**src/rtl/obuf_arb_pkg.sv**
```systemverilog
package obuf_arb_pkg;

    localparam int DATA_W   = 8;
    localparam int MODE_W   = 8;
    localparam int NUM_CH   = 2;

    // channel indices inside the pending mask
    localparam int CH_KBD   = 0;
    localparam int CH_AUX   = 1;

    // mode register bit positions
    localparam int MB_KBD_IE  = 0;
    localparam int MB_AUX_IE  = 1;
    localparam int MB_KBD_DIS = 4;

    localparam logic [NUM_CH-1:0] PEND_AUX_ONLY = 2'b10;

    typedef struct packed {
        logic              avail;
        logic [DATA_W-1:0] data;
    } chan_st_t;

    typedef struct packed {
        logic irq_kbd;
        logic irq_aux;
    } irq_st_t;

    typedef struct packed {
        logic [MODE_W-1:0] mode;
    } top_st_t;

endpackage

```
**src/rtl/obuf_arb_chan.sv**
```systemverilog
module obuf_arb_chan
    import obuf_arb_pkg::*;
(
    input  logic              clk,
    input  logic              rst_n,
    input  logic              push,
    input  logic [DATA_W-1:0] byte_in,
    input  logic              pop,
    output logic              avail,
    output logic [DATA_W-1:0] data
);

    chan_st_t st_d, st_q;

    always_comb begin
        st_d = st_q;
        if (push) begin
            st_d.data  = byte_in;
            st_d.avail = 1'b1;
        end else if (pop) begin
            st_d.avail = 1'b0;
        end
    end

    always_ff @(posedge clk) begin
        if (!rst_n) st_q <= '0;
        else        st_q <= st_d;
    end

    assign avail = st_q.avail;
    assign data  = st_q.data;

    AST_PUSH_LOADS: assert property (@(posedge clk) disable iff (!rst_n)
        push |=> (avail && data == $past(byte_in)));
    AST_POP_EMPTIES: assert property (@(posedge clk) disable iff (!rst_n)
        (pop && !push) |=> !avail);
    AST_PUSH_WINS_POP: assert property (@(posedge clk) disable iff (!rst_n)
        (pop && push) |=> avail);

endmodule

```
**src/rtl/obuf_arb_core.sv**
```systemverilog
module obuf_arb_core
    import obuf_arb_pkg::*;
(
    input  logic              clk,
    input  logic              rst_n,
    input  logic [NUM_CH-1:0] pend,
    input  logic [MODE_W-1:0] mode,
    output logic              any_pend,
    output logic              aux_only,
    output logic              irq_kbd,
    output logic              irq_aux
);

    irq_st_t irq_d, irq_q;
    logic    mode_unused;

    assign mode_unused = ^{mode[MODE_W-1:MB_KBD_DIS+1], mode[MB_KBD_DIS-1:MB_AUX_IE+1]};

    always_comb begin
        any_pend      = |pend;
        aux_only      = (pend == PEND_AUX_ONLY);
        irq_d.irq_kbd = pend[CH_KBD] && mode[MB_KBD_IE] && !mode[MB_KBD_DIS];
        irq_d.irq_aux = aux_only && mode[MB_AUX_IE];
    end

    always_ff @(posedge clk) begin
        if (!rst_n) irq_q <= '0;
        else        irq_q <= irq_d;
    end

    assign irq_kbd = irq_q.irq_kbd;
    assign irq_aux = irq_q.irq_aux;

    AST_AUX_NEEDS_ANY: assert property (@(posedge clk) disable iff (!rst_n)
        aux_only |-> any_pend);
    AST_KIRQ_CAUSE: assert property (@(posedge clk) disable iff (!rst_n)
        irq_kbd |-> $past(pend[CH_KBD] && mode[MB_KBD_IE] && !mode[MB_KBD_DIS]));
    AST_AIRQ_CAUSE: assert property (@(posedge clk) disable iff (!rst_n)
        irq_aux |-> $past(pend == PEND_AUX_ONLY && mode[MB_AUX_IE]));
    AST_IRQ_EXCL: assert property (@(posedge clk) disable iff (!rst_n)
        !(irq_kbd && irq_aux));

endmodule

```
**src/rtl/obuf_arb.sv**
```systemverilog
module obuf_arb
    import obuf_arb_pkg::*;
#(
    parameter logic [MODE_W-1:0] MODE_RST = 8'h03
) (
    input  logic              clk,
    input  logic              rst_n,
    input  logic              kbd_push,
    input  logic [DATA_W-1:0] kbd_byte,
    input  logic              aux_push,
    input  logic [DATA_W-1:0] aux_byte,
    input  logic              mode_wr,
    input  logic [MODE_W-1:0] mode_in,
    input  logic              rd_strobe,
    output logic [DATA_W-1:0] rd_data,
    output logic              rd_sel_aux,
    output logic              stat_obf,
    output logic              stat_aux_obf,
    output logic              outp_obf,
    output logic              outp_aux_obf,
    output logic              irq_kbd,
    output logic              irq_aux
);

    top_st_t st_d, st_q;

    logic [NUM_CH-1:0] push_v, pop_v, avail_v;
    logic [DATA_W-1:0] byte_v [NUM_CH];
    logic [DATA_W-1:0] data_v [NUM_CH];
    logic              any_pend, aux_only;

    always_comb begin
        st_d = st_q;
        if (mode_wr) st_d.mode = mode_in;
    end

    always_ff @(posedge clk) begin
        if (!rst_n) st_q.mode <= MODE_RST;
        else        st_q      <= st_d;
    end

    always_comb begin
        push_v[CH_KBD] = kbd_push;
        push_v[CH_AUX] = aux_push;
        byte_v[CH_KBD] = kbd_byte;
        byte_v[CH_AUX] = aux_byte;
        pop_v[CH_AUX]  = rd_strobe && aux_only;
        pop_v[CH_KBD]  = rd_strobe && !aux_only;
    end

    for (genvar g = 0; g < NUM_CH; g++) begin : g_ch
        obuf_arb_chan u_chan (
            .clk     (clk),
            .rst_n   (rst_n),
            .push    (push_v[g]),
            .byte_in (byte_v[g]),
            .pop     (pop_v[g]),
            .avail   (avail_v[g]),
            .data    (data_v[g])
        );
    end

    obuf_arb_core u_core (
        .clk      (clk),
        .rst_n    (rst_n),
        .pend     (avail_v),
        .mode     (st_q.mode),
        .any_pend (any_pend),
        .aux_only (aux_only),
        .irq_kbd  (irq_kbd),
        .irq_aux  (irq_aux)
    );

    assign rd_sel_aux   = aux_only;
    assign rd_data      = aux_only ? data_v[CH_AUX] : data_v[CH_KBD];
    assign stat_obf     = any_pend;
    assign outp_obf     = any_pend;
    assign stat_aux_obf = aux_only;
    assign outp_aux_obf = aux_only;

    AST_KBD_PRIORITY: assert property (@(posedge clk) disable iff (!rst_n)
        (rd_strobe && avail_v == 2'b11) |=> avail_v[CH_AUX]);
    AST_MODE_LOAD: assert property (@(posedge clk) disable iff (!rst_n)
        mode_wr |=> (st_q.mode == $past(mode_in)));
    AST_EMPTY_READ: assert property (@(posedge clk) disable iff (!rst_n)
        (rd_strobe && !any_pend && !kbd_push && !aux_push) |=> !stat_obf);

endmodule

```
**config.mk**
```make
export PLATFORM = sky130hd
export DESIGN_NAME = obuf_arb
export DESIGN_NICKNAME = d
export VERILOG_FILES = /design/src/rtl/obuf_arb_pkg.sv /design/src/rtl/obuf_arb_chan.sv /design/src/rtl/obuf_arb_core.sv /design/src/rtl/obuf_arb.sv
export SDC_FILE = /design/constraint.sdc
export NUM_CORES = 1
export LEC_CHECK = 0
export CAP_MARGIN = 20
export CORE_UTILIZATION = 45
export DETAILED_ROUTE_END_ITERATION = 8
export DONT_BUFFER_PORTS = 1
export PLACE_DENSITY = 0.66
export SETUP_SLACK_MARGIN = 0.5
export SLEW_MARGIN = 20
export SYNTH_ARGS = -nofsm -noshare
export SYNTH_HDL_FRONTEND = slang
export SYNTH_SLANG_ARGS = --single-unit
export TNS_END_PERCENT = 100
```
**constraint.sdc**
```tcl
create_clock -name clk -period 1.35 [get_ports clk]
set_input_delay 0.27 -clock clk [delete_from_list [all_inputs] [get_ports clk]]
set_output_delay 0.27 -clock clk [all_outputs]
set_load 0.05 [all_outputs]
```
# After elaboration in Yosys (flattened, before gate mapping)
# Cells that the tools add are included.
[classes] eq_ne=1 muxes=5 n_reduce_logical=10
[op_table] cell="8-bit two-way mux" n=1
[op_table] cell="1-bit logical AND" n=5
[op_table] cell="1-bit two-way mux" n=4
[op_table] cell="2-bit nonzero test" n=2
[op_table] cell="2-bit == test (second input constant)" n=1
[op_table] cell="1-bit zero test" n=2
[op_table] cell="2-bit OR reduction" n=1
[word_totals] register_bits=25 inputBits=30 out_inout_bits=15 word_cells=23

# Logic depth before layout (Yosys ltp)
# Gate-level depths: netlist of the first run.
[logic_depth] word_depth=5 mapped_depth=3 mapped_depth_nobuf=2

# Hierarchy
# Synthesis of the first run repeated with hierarchy kept, for this count alone.
[unflattened] cells_unflattened=101 area_unflattened_um2=1212.4
[modules_own_cells] module="obuf_arb_chan" instances=2 cells_each=28 area_per_inst_um2=335.3
[modules_own_cells] module="obuf_arb" instances=1 cells_each=39 area_per_inst_um2=466.7
[modules_own_cells] module="obuf_arb_core" instances=1 cells_each=6 area_per_inst_um2=75.1

# Worst setup path after synthesis of the first run
# No wires, ideal clock.
[synth_path] path_kind="reg2out" start="reg g_ch[1].u_chan.st_q, in the netlist g_ch[1].u_chan.avail" end="out rd_data[0]" arrival_time_ns=1.070 setup_slack_ns=0.010 path_stages_with_launch=4 path_cell_list="dfxtp_1 nor2b_2 buf_6 mux2_4"
[synth_via] elab_chain_cells=2
[synth_lines] element="start, declared" line_no="obuf_arb_chan.sv:13" rtl="chan_st_t st_d, st_q;"
[synth_lines] element="start signal, assigned" line_no="obuf_arb_chan.sv:27" rtl="else st_q <= st_d;"
[synth_lines] element="2-bit == test" line_no="obuf_arb_core.sv:21" rtl="aux_only = (pend == PEND_AUX_ONLY);"
[synth_lines] element="net outp_aux_obf" line_no="obuf_arb.sv:20" rtl="output logic outp_aux_obf,"
[synth_lines] element="8-bit two-way mux" line_no="obuf_arb.sv:75" rtl="assign rd_data = aux_only ? data_v[CH_AUX] : data_v[CH_KBD];"
[synth_lines] element="end, declared" line_no="obuf_arb.sv:15" rtl="output logic [DATA_W-1:0] rd_data,"
# The timed path passes the listed nets, and every way through them passes these cells.

# Worst setup path after layout of the first run
[layout_path] start="reg g_ch[1].u_chan.st_q, in the netlist g_ch[1].u_chan.avail" end="out rd_data[1]"
[layout_via] elab_chain_cells=2
[layout_lines] element="2-bit == test" line_no="obuf_arb_core.sv:21"
[layout_lines] element="8-bit two-way mux" line_no="obuf_arb.sv:75"
# No other way between the ends.

==> results.txt, run 1 <==
----------------------------------------------------
[Status]
  Outcome ... complete, but fails checks
  Failing checks ... setup timing

[Die]
  Die boundary width ... 49.2 um
  Height of the chip ... 49.2 um
  Standard-cell rows ... 16
  I/O pin count ... 45
  Die ar. ... 2420 um2
  Initial core utilization ... 49.5%
  Core Box Area ... 2020 um2

[Global route]
  Overflow after GRT ... 0
  Total Routing Usage GR ... 15.7%
  Via count of the first global-routing pass ... 591
  First-pass GRT wire length ... 2770 um
  Number of antenna violations at the first check in global routing ... 0
  Pin count of the biggest net entering global routing ... 24

[Detailed routing]
  Detailed-routed wire length on met3 ... 105 um
  Drt first pass iters ... 2
  Via density per instance ... 4.98
  Per-cell routed wire length ... 14.4 um
  Routed length on met2 ... 716 um
  Vias ... 578
  Top routing layer in use ... met4
  Met1 WL ... 814 um
  DRC viols ... 0
  Number of nets with antenna violations after routing ... 0
  Total wirelength of the detailed-routed design ... 1670 um
  Initial drt markers ... 2

[Worst setup path]
  Arrival time of data at the critical path endpoint ... 1360 ps
  Critical-path cell with the highest stage delay ... sky130_fd_sc_hd__mux2_4
  Crit path required time ... 1080 ps
  Largest incremental delay on the critical path ... 380 ps
  Path type of the worst setup path ... flip-flop to primary output
  Reg-to-Reg Start ... g_ch[1].u_chan.avail
  Critical path endpoint category ... primary output
  Crit. Startpoint ... g_ch[1].u_chan.avail
  Highest net fanout along the worst path ... 6
  Type of origin of the critical path ... flip-flop
  Cells along the critical path ... nor2b_4 -> buf_12 -> mux2_4

[Cells and area]
  Total inserted antenna cells ... 0
  Final non-filler cell total ... 116
  Highest-count cells in the layout ignoring fill and taps ... sky130_fd_sc_hd__mux2i_1 (19), sky130_fd_sc_hd__dfxtp_1 (19), sky130_fd_sc_hd__nor2b_1 (18)
  Layout Nets ... 120
  Share of final-layout standard cells stronger than drive strength 1 ... 27.0%
  Layout Area Growth over Synthesis ... 11.4%
  Filler cell count ... 182
  Total area of multi-input combinational cells ... 493 um2
  Area taken by flip-flops and latches ... 470 um2

[Clock tree]
  Clock transition at path regs ... 120 ps
  Number of clock buffers inserted by TritonCTS ... 3
  Clock root buffer master ... sky130_fd_sc_hd__clkbuf_4
  Clock latency reported for the late side of the worst-skew pair ... 300 ps
  Max Buffers Root-to-Sink ... 2
  TritonCTS clock tree ... built
  Sink count of the clock tree ... 23
  CTS H-Tree Depth ... 1

[Synth]
  Syn nets ... 116
  Main area contributors after synthesis ... sky130_fd_sc_hd__dfxtp_1 (46%), sky130_fd_sc_hd__mux2i_1 (19%), sky130_fd_sc_hd__mux2_4 (12%), sky130_fd_sc_hd__nor2b_1 (11%), sky130_fd_sc_hd__buf_4 (3.8%)
  Synth unique cells ... 17
  Area share of the largest cell type after synthesis ... 46.0%
  Synth Register Bits ... 23
  Total standard cell area after synthesis ... 1000 um2
  Sequential share of the synthesized area ... 46.0%
  Synthesis Warnings ... 0
  Area leader, netlist ... sky130_fd_sc_hd__dfxtp_1
  Post-synthesis instance total ... 86
  Mean area per synthesized cell ... 11.6 um2

[Timing]
  RSZ-0062 raised after global routing ... true
  Clk_skew ... 0.666 ps
  Final hold viol count ... 0
  Post-route setup TNS ... -3000 ps
  Max-slew violation count ... 0
  Clock period minus worst slack ... 1630 ps
  Slew HR ... 66.2%
  Final-report setup violation count ... 13
  Transition time at the pin with the least slew margin ... 510 ps
  Upper clock frequency limit ... 612 MHz
  Final Cycle Share ... 121%
  Post-route setup slack ... -283 ps

[Min path]
  Class of the tightest hold or removal check ... input port to flip-flop
  Worst min-delay path startpoint ... rd_strobe

[Power]
  Ratio of total power to cell area ... 1200 nW/um2
  Leakage dissipation ... 0.482 nW
  Worst IR Drop VDD ... 715 uV

[Job]
  Max-capacitance violation count ... 0

[Placement]
  Post-placement worst setup slack ... 46.8 ps
  Half-perimeter wire length after placement ... 1150 um
  Number of buffers added on ports ... 0
  Gp weighted congestion ... 0.623
  Cell Count Post-Placement ... 109

----------------------------------------------------
## registers in the layout (all words and copies together) (netlist names)
name / cells
g_ch.u_chan.data: 16
u_core.irq_kbd: 1
g_ch.u_chan.avail: 2
u_core.irq_aux: 1
st_q: 3
## cell usage after synthesis, drive strengths merged
master	number
or2	1
a21oi	1
o21a	1
nand2	2
dfxtp	23
buf	7
and3	1
nor2b	19
nor2	1
mux2i	19
o21ai	1
and4b	1
clkbuf	1
mux2	8
## metrics by stage
step / power [mW] / hold WS [ps] / util, % / cell area [um2]
after floorplan: 1.02 / 352 / - / 1020
after global placement: 1.02 / 334 / 50.9 / 1030
after detailed placement: 1.02 / 336 / 50.9 / 1030
after CTS: 1.35 / 4.77 / 54.0 / 1090
after global routing: 1.41 / 0.314 / 55.1 / 1110
final: 1.33 / 29.0 / 55.1 / 1110
## final cells by class
cell class | instances | share of cell area [%]
Clock buffer | 4 | 2.36
Tap cell | 27 | 3.03
Sequential cell | 23 | 42.2
Multi-Input combinational cell | 55 | 44.2
Timing Repair Buffer | 7 | 8.19
## repair_timing
action / 4_1_cts / 5_1_grt
hold buffers: 0 / 1
pin swaps: 0 / 0
setup endpoints to repair: 16 / 16
setup buffers: 1 / 1
gates resized for setup: 8 / 1
endpoints found under the hold margin: 0 / 2
## critical path: cells and delay by family, from the launching register on
kind / cells / cell delay (ps)
buf+inv: 1 / 140
mux: 1 / 380
flops: 1 / 350
simple gates: 1 / 180
## kinds of logic (layout without fill, tap and decap cells)
| kind of cell | Yosys count | in the layout | synth area share, % |
|---|---|---|---|
| multiplexers | 27 | 27 | 31.0 |
| AND/OR/NAND/NOR | 25 | 25 | 15.5 |
| flip-flops | 23 | 23 | 46.0 |
| buffers and inverters | 8 | 11 | 5.75 |
| AO/OA/AOI/OAI | 3 | 3 | 1.75 |
## report_power, final
part           total, mW  internal (mW)  switching [mW]
logic              0.275          0.117           0.158
clock network      0.309          0.115           0.194
registers          0.749          0.718          0.0310
## worst paths after layout
check	to	slack, ps	cells after the start
min	g_ch[1].u_chan.avail	30	1
max	rd_data[1]	-280	3
min reg2reg	u_core.irq_aux	480	1
max reg2reg	u_core.irq_aux	380	4
## metal layers
metal	up-vias	track usage, %
li1	290	-
met4	0	8.82
met5	-	0
met1	262	20.6
met3	4	4.67
met2	22	22.6
No activity file was read; power rests on OpenSTA's default activity.
==> inputs of run 2 (changes only) <==
PLACE_DENSITY = 0.68   (was 0.66)
clock period = 1.4 ns   (was 1.35 ns; I/O delays follow)
==> run 2 against run 1 <==
The flow still finishes with violations (setup timing). Highest routed layer is now met3. Sequential cell count unchanged. Non-clock buffer count fell by 3. Worst hold slack better by 4.6 ps. Combinational power shrank 7.6%. Clock skew is essentially flat. Core utilization is 1.5 points lower. Total power down 5.3%. Largest cell class unchanged.
==> results.txt, run 2 (synthesis results as in run 1) <==
----------------------------------------------------
[Timing]
  Final Cycle Share ... 117%
  Post-route setup slack ... -238 ps (+45.2 ps)
  Post-route setup TNS ... -2340 ps (+660 ps)
  Clk_skew ... 0.720 ps (+0.0545 ps)
  Final-report setup violation count ... 11 (-2)
  Transition time at the pin with the least slew margin ... 305 ps (-205 ps)
  Upper clock frequency limit ... 610 MHz
  Final hold viol count ... 0 (unchanged)
  Clock period minus worst slack ... 1640 ps
  Max-slew violation count ... 0 (unchanged)
  Slew HR ... 79.8% (+14 points)
  RSZ-0062 raised after global routing ... true

[Worst setup path]
  Path type of the worst setup path ... flip-flop to primary output
  Arrival time of data at the critical path endpoint ... 1360 ps (about the same)
  Largest incremental delay on the critical path ... 380 ps (about the same)
  Highest net fanout along the worst path ... 3 (-3)
  Reg-to-Reg Start ... g_ch[1].u_chan.avail
  Crit path required time ... 1120 ps (+40 ps)
  Critical-path cell with the highest stage delay ... sky130_fd_sc_hd__mux2_4
  Cells along the critical path ... nor2b_4 -> buf_4 -> mux2_4
  Type of origin of the critical path ... flip-flop
  Worst reg-to-reg setup slack ... 520 ps (+140 ps)
  Combined buffer and inverter count along the critical path ... 1 (unchanged)
  Cells on worst reg2reg path ... 3 (-1)
  Worst path depth ... 3 (unchanged)
  Critical path endpoint category ... primary output
  Family of cells with the greatest summed delay on the critical path ... multiplexers
  Reg2Reg Capture Point ... u_core.irq_aux

[Die]
  Die ar. ... 2420 um2 (unchanged)
  Standard-cell rows ... 16 (unchanged)
  I/O pin count ... 45 (unchanged)
  Height of the chip ... 49.2 um (unchanged)
  Initial core utilization ... 49.5% (unchanged)
  Die boundary width ... 49.2 um (unchanged)
  Core Box Area ... 2020 um2 (unchanged)

[Detailed routing]
  Number of nets with antenna violations after routing ... 0 (unchanged)
  Vias ... 560 (-3.1%)
  Per-cell routed wire length ... 14.2 um (-0.74%)
  Initial drt markers ... 3 (+1)
  Drt first pass iters ... 4 (+2)
  DRC viols ... 0 (unchanged)
  Total wirelength of the detailed-routed design ... 1610 um (-3.3%)
  Via density per instance ... 4.96 (-0.54%)

[Cells and area]
  Layout Nets ... 117 (-2.5%)
  Share of final-layout standard cells stronger than drive strength 1 ... 25.6% (-1.4 points)
  Filler cell count ... 186 (+2.2%)
  Total inserted antenna cells ... 0 (unchanged)
  Highest-count cells in the layout ignoring fill and taps ... sky130_fd_sc_hd__mux2i_1 (19), sky130_fd_sc_hd__dfxtp_1 (19), sky130_fd_sc_hd__nor2b_1 (18)
  Total area of multi-input combinational cells ... 490 um2 (-0.51%)
  Layout Area Growth over Synthesis ... 8.25%
  Final non-filler cell total ... 113 (-2.6%)
  Flip-flop count of the largest register, all copies and words added ... 16 (unchanged)
  Post-route standard cell area excluding fillers ... 1080 um2 (-2.8%)
  Area taken by flip-flops and latches ... 473 um2 (+0.53%)
  Post-layout util ... 53.6% (-1.5 points)

[Clock tree]
  Clock transition at path regs ... 120 ps (about the same)
  Sink count of the clock tree ... 23 (unchanged)
  Number of clock buffers inserted by TritonCTS ... 3 (unchanged)
  Clock latency reported for the late side of the worst-skew pair ... 300 ps (about the same)
  Clock root buffer master ... sky130_fd_sc_hd__clkbuf_4
  CTS H-Tree Depth ... 1 (unchanged)
  TritonCTS clock tree ... built
  Max Buffers Root-to-Sink ... 2 (unchanged)
  Hold buffer count at CTS ... 0 (unchanged)

[Power]
  Clock network fraction of total power ... 22.7% (-0.5 points)
  Ratio of total power to cell area ... 1170 nW/um2 (-2.6%)
  Combinational fraction of design power ... 20.1% (-0.5 points)
  Internal power ... 0.903 mW (-5.1%)
  Proportion of total power due to net switching ... 28.5% (-0.20 points)
  Worst IR Drop VDD ... 640 uV (-10%)
  Leakage dissipation ... 0.470 nW (-2.4%)
  Part of the power in registers ... 57.2% (+1.0 points)
  Net switching power ... 0.360 mW (-6.0%)

[Min path]
  Instance count along the most critical hold path ... 1 (unchanged)
  Worst min-delay path startpoint ... rst_n
  Hold EP ... st_q[0]
  Class of the tightest hold or removal check ... input port to flip-flop

[Placement]
  Area of placed instances ... 1030 um2 (+0.24%)
  Cell Count Post-Placement ... 108 (-0.92%)
  Post-placement worst setup slack ... 98.2 ps (+51.4 ps)
  Gp weighted congestion ... 0.640 (+2.8%)
  Number of buffers added on ports ... 0 (unchanged)
  Half-perimeter wire length after placement ... 1220 um (+5.6%)

[Global route]
  Via count of the first global-routing pass ... 609 (+3.0%)
  Number of antenna violations at the first check in global routing ... 0 (unchanged)
  Total Routing Usage GR ... 15.2% (-0.45 points)
  First-pass GRT wire length ... 2790 um (+1.0%)
  Overflow after GRT ... 0 (unchanged)
  Pin count of the biggest net entering global routing ... 24 (unchanged)

[Status]
  Outcome ... complete, but fails checks
  Failing checks ... setup timing

[Job]
  Max-capacitance violation count ... 0 (unchanged)

----------------------------------------------------
==> run 2: cell types whose count changed in the layout (fill, tap and decap cells not counted), sizes merged <==
cell,previous run,this run
buf,6,4
clkbuf,4,3
clkinv,0,1
dlygate4sd3,1,0
==> run 2: area by class of cell <==
class / count / area share [%]
clock inverters: 1 / 0.462
well taps: 27 / 3.12
clock buffers: 3 / 2.08
flip-flops and latches: 23 / 43.6
repair buffers: 4 / 5.43
multi-input cells: 55 / 45.3
==> run 2: timing repair <==
item,CTS,global route
resized for setup,4,3
gates cloned,0,0
pin swaps,0,1
setup buffers,0,1
setup endpoints to repair,15,16
==> run 2: metrics by stage <==
step                      total power [mW]  hold slack, ps
final                                 1.26            33.6
after global routing                  1.34            14.8
after CTS                             1.27            26.1
after detailed placement             0.989             347
after global placement               0.983             345
after floorplan                      0.986             362
==> run 2: per-layer routing <==
layer  track usage [%]  wire (um)  part of all wire, %  up-vias
met1              17.9        692                   43      254
met5                 0          0                    0        -
li1                  -          -                    -      285
met4              4.41          0                    0        0
met3              3.43        100                  6.2        0
met2              27.2        817                   51       21
==> run 2: how the worst max path moves through the flow <==
stage | from | endpoint | slack [ps]
4_1_cts | g_ch[1].u_chan.avail | rd_data[2] | -250
3_5_place_dp | g_ch[1].u_chan.avail | rd_data[2] | 100
6_report | g_ch[1].u_chan.avail | rd_data[4] | -240
5_1_grt | g_ch[1].u_chan.avail | rd_data[4] | -310
3_3_place_gp | g_ch[1].u_chan.avail | rd_data[2] | 110
2_1_floorplan | g_ch[1].u_chan.avail | rd_data[0] | 100
==> run 2: power groups by stage <==
stage	Combinational (mW)	Clock (mW)	Sequential [mW]
2_1_floorplan	0.253	0	0.733
3_3_place_gp	0.245	0	0.738
3_5_place_dp	0.249	0	0.740
4_1_cts	0.250	0.299	0.723
5_1_grt	0.269	0.340	0.728
6_report	0.254	0.287	0.722
==> inputs of run 3 (changes only) <==
CAP_MARGIN = 25   (was 20)
CORE_MARGIN = 2   (was unset)
==> run 3 against run 2 <==
Clock skew about the same. Worst hold slack worse by 9.0 ps. Core utilization down 3.4 points. Register-to-register slack better by 30 ps. Count of clock-buffer cells in the layout unchanged. The run still ends with setup timing left. Sequential share of layout area about the same.
==> results.txt, run 3 (synthesis results as in run 1) <==
----------------------------------------------------
[Status]
  Outcome ... complete, but fails checks
  Failing checks ... setup timing

[Global route]
  Number of antenna violations at the first check in global routing ... 0 (unchanged)
  Via count of the first global-routing pass ... 603 (-0.99%)
  First-pass GRT wire length ... 2660 um (-4.7%)
  Pin count of the biggest net entering global routing ... 24 (unchanged)
  Total Routing Usage GR ... 14.2% (-0.98 points)
  Overflow after GRT ... 0 (unchanged)

[Timing]
  Post-route setup TNS ... -2700 ps (-356 ps)
  Clock period minus worst slack ... 1630 ps (-3.99 ps)
  Clk_skew ... 0.586 ps (-0.135 ps)
  Max-slew violation count ... 0 (unchanged)
  Post-route setup slack ... -234 ps (+3.99 ps)
  Final Cycle Share ... 117% (-0.29 points)
  Upper clock frequency limit ... 612 MHz (+0.24%)
  Final-report setup violation count ... 13 (+2)
  Slew HR ... 66.1% (-14 points)
  RSZ-0062 raised after global routing ... true
  Transition time at the pin with the least slew margin ... 512 ps (+207 ps)
  Final hold viol count ... 0 (unchanged)

[Clock tree]
  Clock transition at path regs ... 130 ps (about the same)
  TritonCTS clock tree ... built
  Clock root buffer master ... sky130_fd_sc_hd__clkbuf_4
  Number of clock buffers inserted by TritonCTS ... 3 (unchanged)
  CTS H-Tree Depth ... 1 (unchanged)
  Clock latency reported for the late side of the worst-skew pair ... 310 ps (about the same)
  Sink count of the clock tree ... 23 (unchanged)
  Max Buffers Root-to-Sink ... 2 (unchanged)

[Worst setup path]
  Combined buffer and inverter count along the critical path ... 1 (unchanged)
  Path type of the worst setup path ... flip-flop to primary output
  Worst path depth ... 3 (unchanged)
  Cells on worst reg2reg path ... 3 (unchanged)
  Arrival time of data at the critical path endpoint ... 1350 ps (about the same)
  Crit. Startpoint ... g_ch[1].u_chan.avail
  Reg2Reg Capture Point ... u_core.irq_aux
  Type of origin of the critical path ... flip-flop
  Worst reg-to-reg setup slack ... 550 ps (+30 ps)
  Critical-path cell with the highest stage delay ... sky130_fd_sc_hd__mux2_4
  Critical path destination ... rd_data[2]
  Largest incremental delay on the critical path ... 390 ps (about the same)
  Critical path endpoint category ... primary output
  Crit path required time ... 1120 ps (about the same)
  Highest net fanout along the worst path ... 5 (+2)
  Family of cells with the greatest summed delay on the critical path ... multiplexers
  Reg-to-Reg Start ... g_ch[1].u_chan.avail
  Cells along the critical path ... nor2b_4 -> buf_6 -> mux2_4

[Detailed routing]
  DRC viols ... 0 (unchanged)
  Vias ... 584 (+4.3%)
  Via density per instance ... 5.08 (+2.5%)
  Initial drt markers ... 5 (+2)
  Total wirelength of the detailed-routed design ... 1710 um (+6.0%)
  Per-cell routed wire length ... 14.8 um (+4.1%)
  Drt first pass iters ... 3 (-1)
  Number of nets with antenna violations after routing ... 0 (unchanged)

[Cells and area]
  Share of final-layout standard cells stronger than drive strength 1 ... 26.4% (+0.86 points)
  Layout Nets ... 118 (+0.85%)
  Final non-filler cell total ... 115 (+1.8%)
  Layout Area Growth over Synthesis ... 7.75%
  Highest-count cells in the layout ignoring fill and taps ... sky130_fd_sc_hd__mux2i_1 (19), sky130_fd_sc_hd__dfxtp_1 (19), sky130_fd_sc_hd__nor2b_1 (18)
  Flip-flop count of the largest register, all copies and words added ... 16 (unchanged)
  Total inserted antenna cells ... 0 (unchanged)

[Power]
  Net switching power ... 0.378 mW (+5.0%)
  Leakage dissipation ... 0.472 nW (+0.46%)
  Power, Total ... 1.28 mW (+1.3%)
  Proportion of total power due to net switching ... 29.6% (+1.0 points)
  Ratio of total power to cell area ... 1190 nW/um2 (+1.7%)
  Clock network fraction of total power ... 23.9% (+1.2 points)
  Worst IR Drop VDD ... 588 uV (-8.2%)
  Internal power ... 0.901 mW (-0.21%)
  Combinational fraction of design power ... 19.6% (-0.5 points)
  Part of the power in registers ... 56.5% (-0.7 points)

[Placement]
  Number of buffers added on ports ... 0 (unchanged)
  Half-perimeter wire length after placement ... 1200 um (-1.8%)
  Cell Count Post-Placement ... 109 (+0.93%)
  Post-placement worst setup slack ... 89.0 ps (-9.24 ps)
  Gp weighted congestion ... 0.586 (-8.5%)

[Die]
  Height of the chip ... 51.2 um (+4.1%)
  Core Box Area ... 2150 um2 (+6.2%)
  Die ar. ... 2620 um2 (+8.3%)
  Standard-cell rows ... 17 (+1)
  I/O pin count ... 45 (unchanged)
  Initial core utilization ... 46.6% (-2.9 points)
  Die boundary width ... 51.2 um (+4.1%)

[Min path]
  Class of the tightest hold or removal check ... input port to flip-flop

[Job]
  Max-capacitance violation count ... 0 (unchanged)

----------------------------------------------------
## run 3: changes by cell type in the layout (fill, tap and decap cells not counted), sizes merged
cell  before  now
buf        4    5
## run 3: stage by stage
| stage | hold WS [ps] | utilization [%] | cell area [um2] |
|---|---|---|---|
| after global placement | 345 | 47.5 | 1020 |
| after floorplan | 362 | - | 1020 |
| after CTS | 14.0 | 49.9 | 1070 |
| after detailed placement | 353 | 47.5 | 1020 |
| after global routing | 12.0 | 50.2 | 1080 |
| final | 24.5 | 50.2 | 1080 |
## run 3: how the worst min path moves through the flow
stage | to | cells past startpoint | startpoint | slack, ps
floorplan | g_ch[1].u_chan.avail | 1 | rd_strobe | 360
global placement | st_q[0] | 1 | rst_n | 340
detailed placement | st_q[1] | 1 | rst_n | 350
CTS | st_q[1] | 1 | rst_n | 10
global route | g_ch[1].u_chan.avail | 1 | rd_strobe | 10
finish | st_q[1] | 1 | rst_n | 20
## run 3: metal layers
| layer | global-route usage, % | share of wire (%) |
|---|---|---|
| met4 | 7.21 | 0.76 |
| met3 | 4.68 | 7.7 |
| met2 | 24.0 | 50 |
| met1 | 15.9 | 41 |
| met5 | 0 | 0 |
## run 3: layout make-up
type | count | area [um2]
Clock buffer | 3 | 22.5
Clock inverter | 1 | 5.00
Tap cell | 28 | 35.0
Sequential cell | 23 | 470
Timing Repair Buffer | 5 | 57.6
Multi-Input combinational cell | 55 | 488
Fill cell | 202 | 1070
## run 3: what timing repair did
| item | 4_1_cts | 5_1_grt |
|---|---|---|
| resized for setup | 6 | 0 |
| pin swaps | 0 | 0 |
| setup endpoints to repair | 15 | 15 |
| hold buffers | 0 | 0 |
| setup buffers | 1 | 1 |
## run 3: worst reg2reg max path: cells and delay by family (launching register included)
kind          cells  cell delay [ps]
flops             1              350
buf+inv           1              130
simple gates      2              300
## run 3: power by group through the flow
stage	clock [mW]	combinational [mW]	sequential, mW
5_1_grt	0.348	0.265	0.728
3_3_place_gp	0	0.239	0.737
3_5_place_dp	0	0.243	0.739
4_1_cts	0.326	0.250	0.723
2_1_floorplan	0	0.253	0.733
6_report	0.306	0.251	0.722
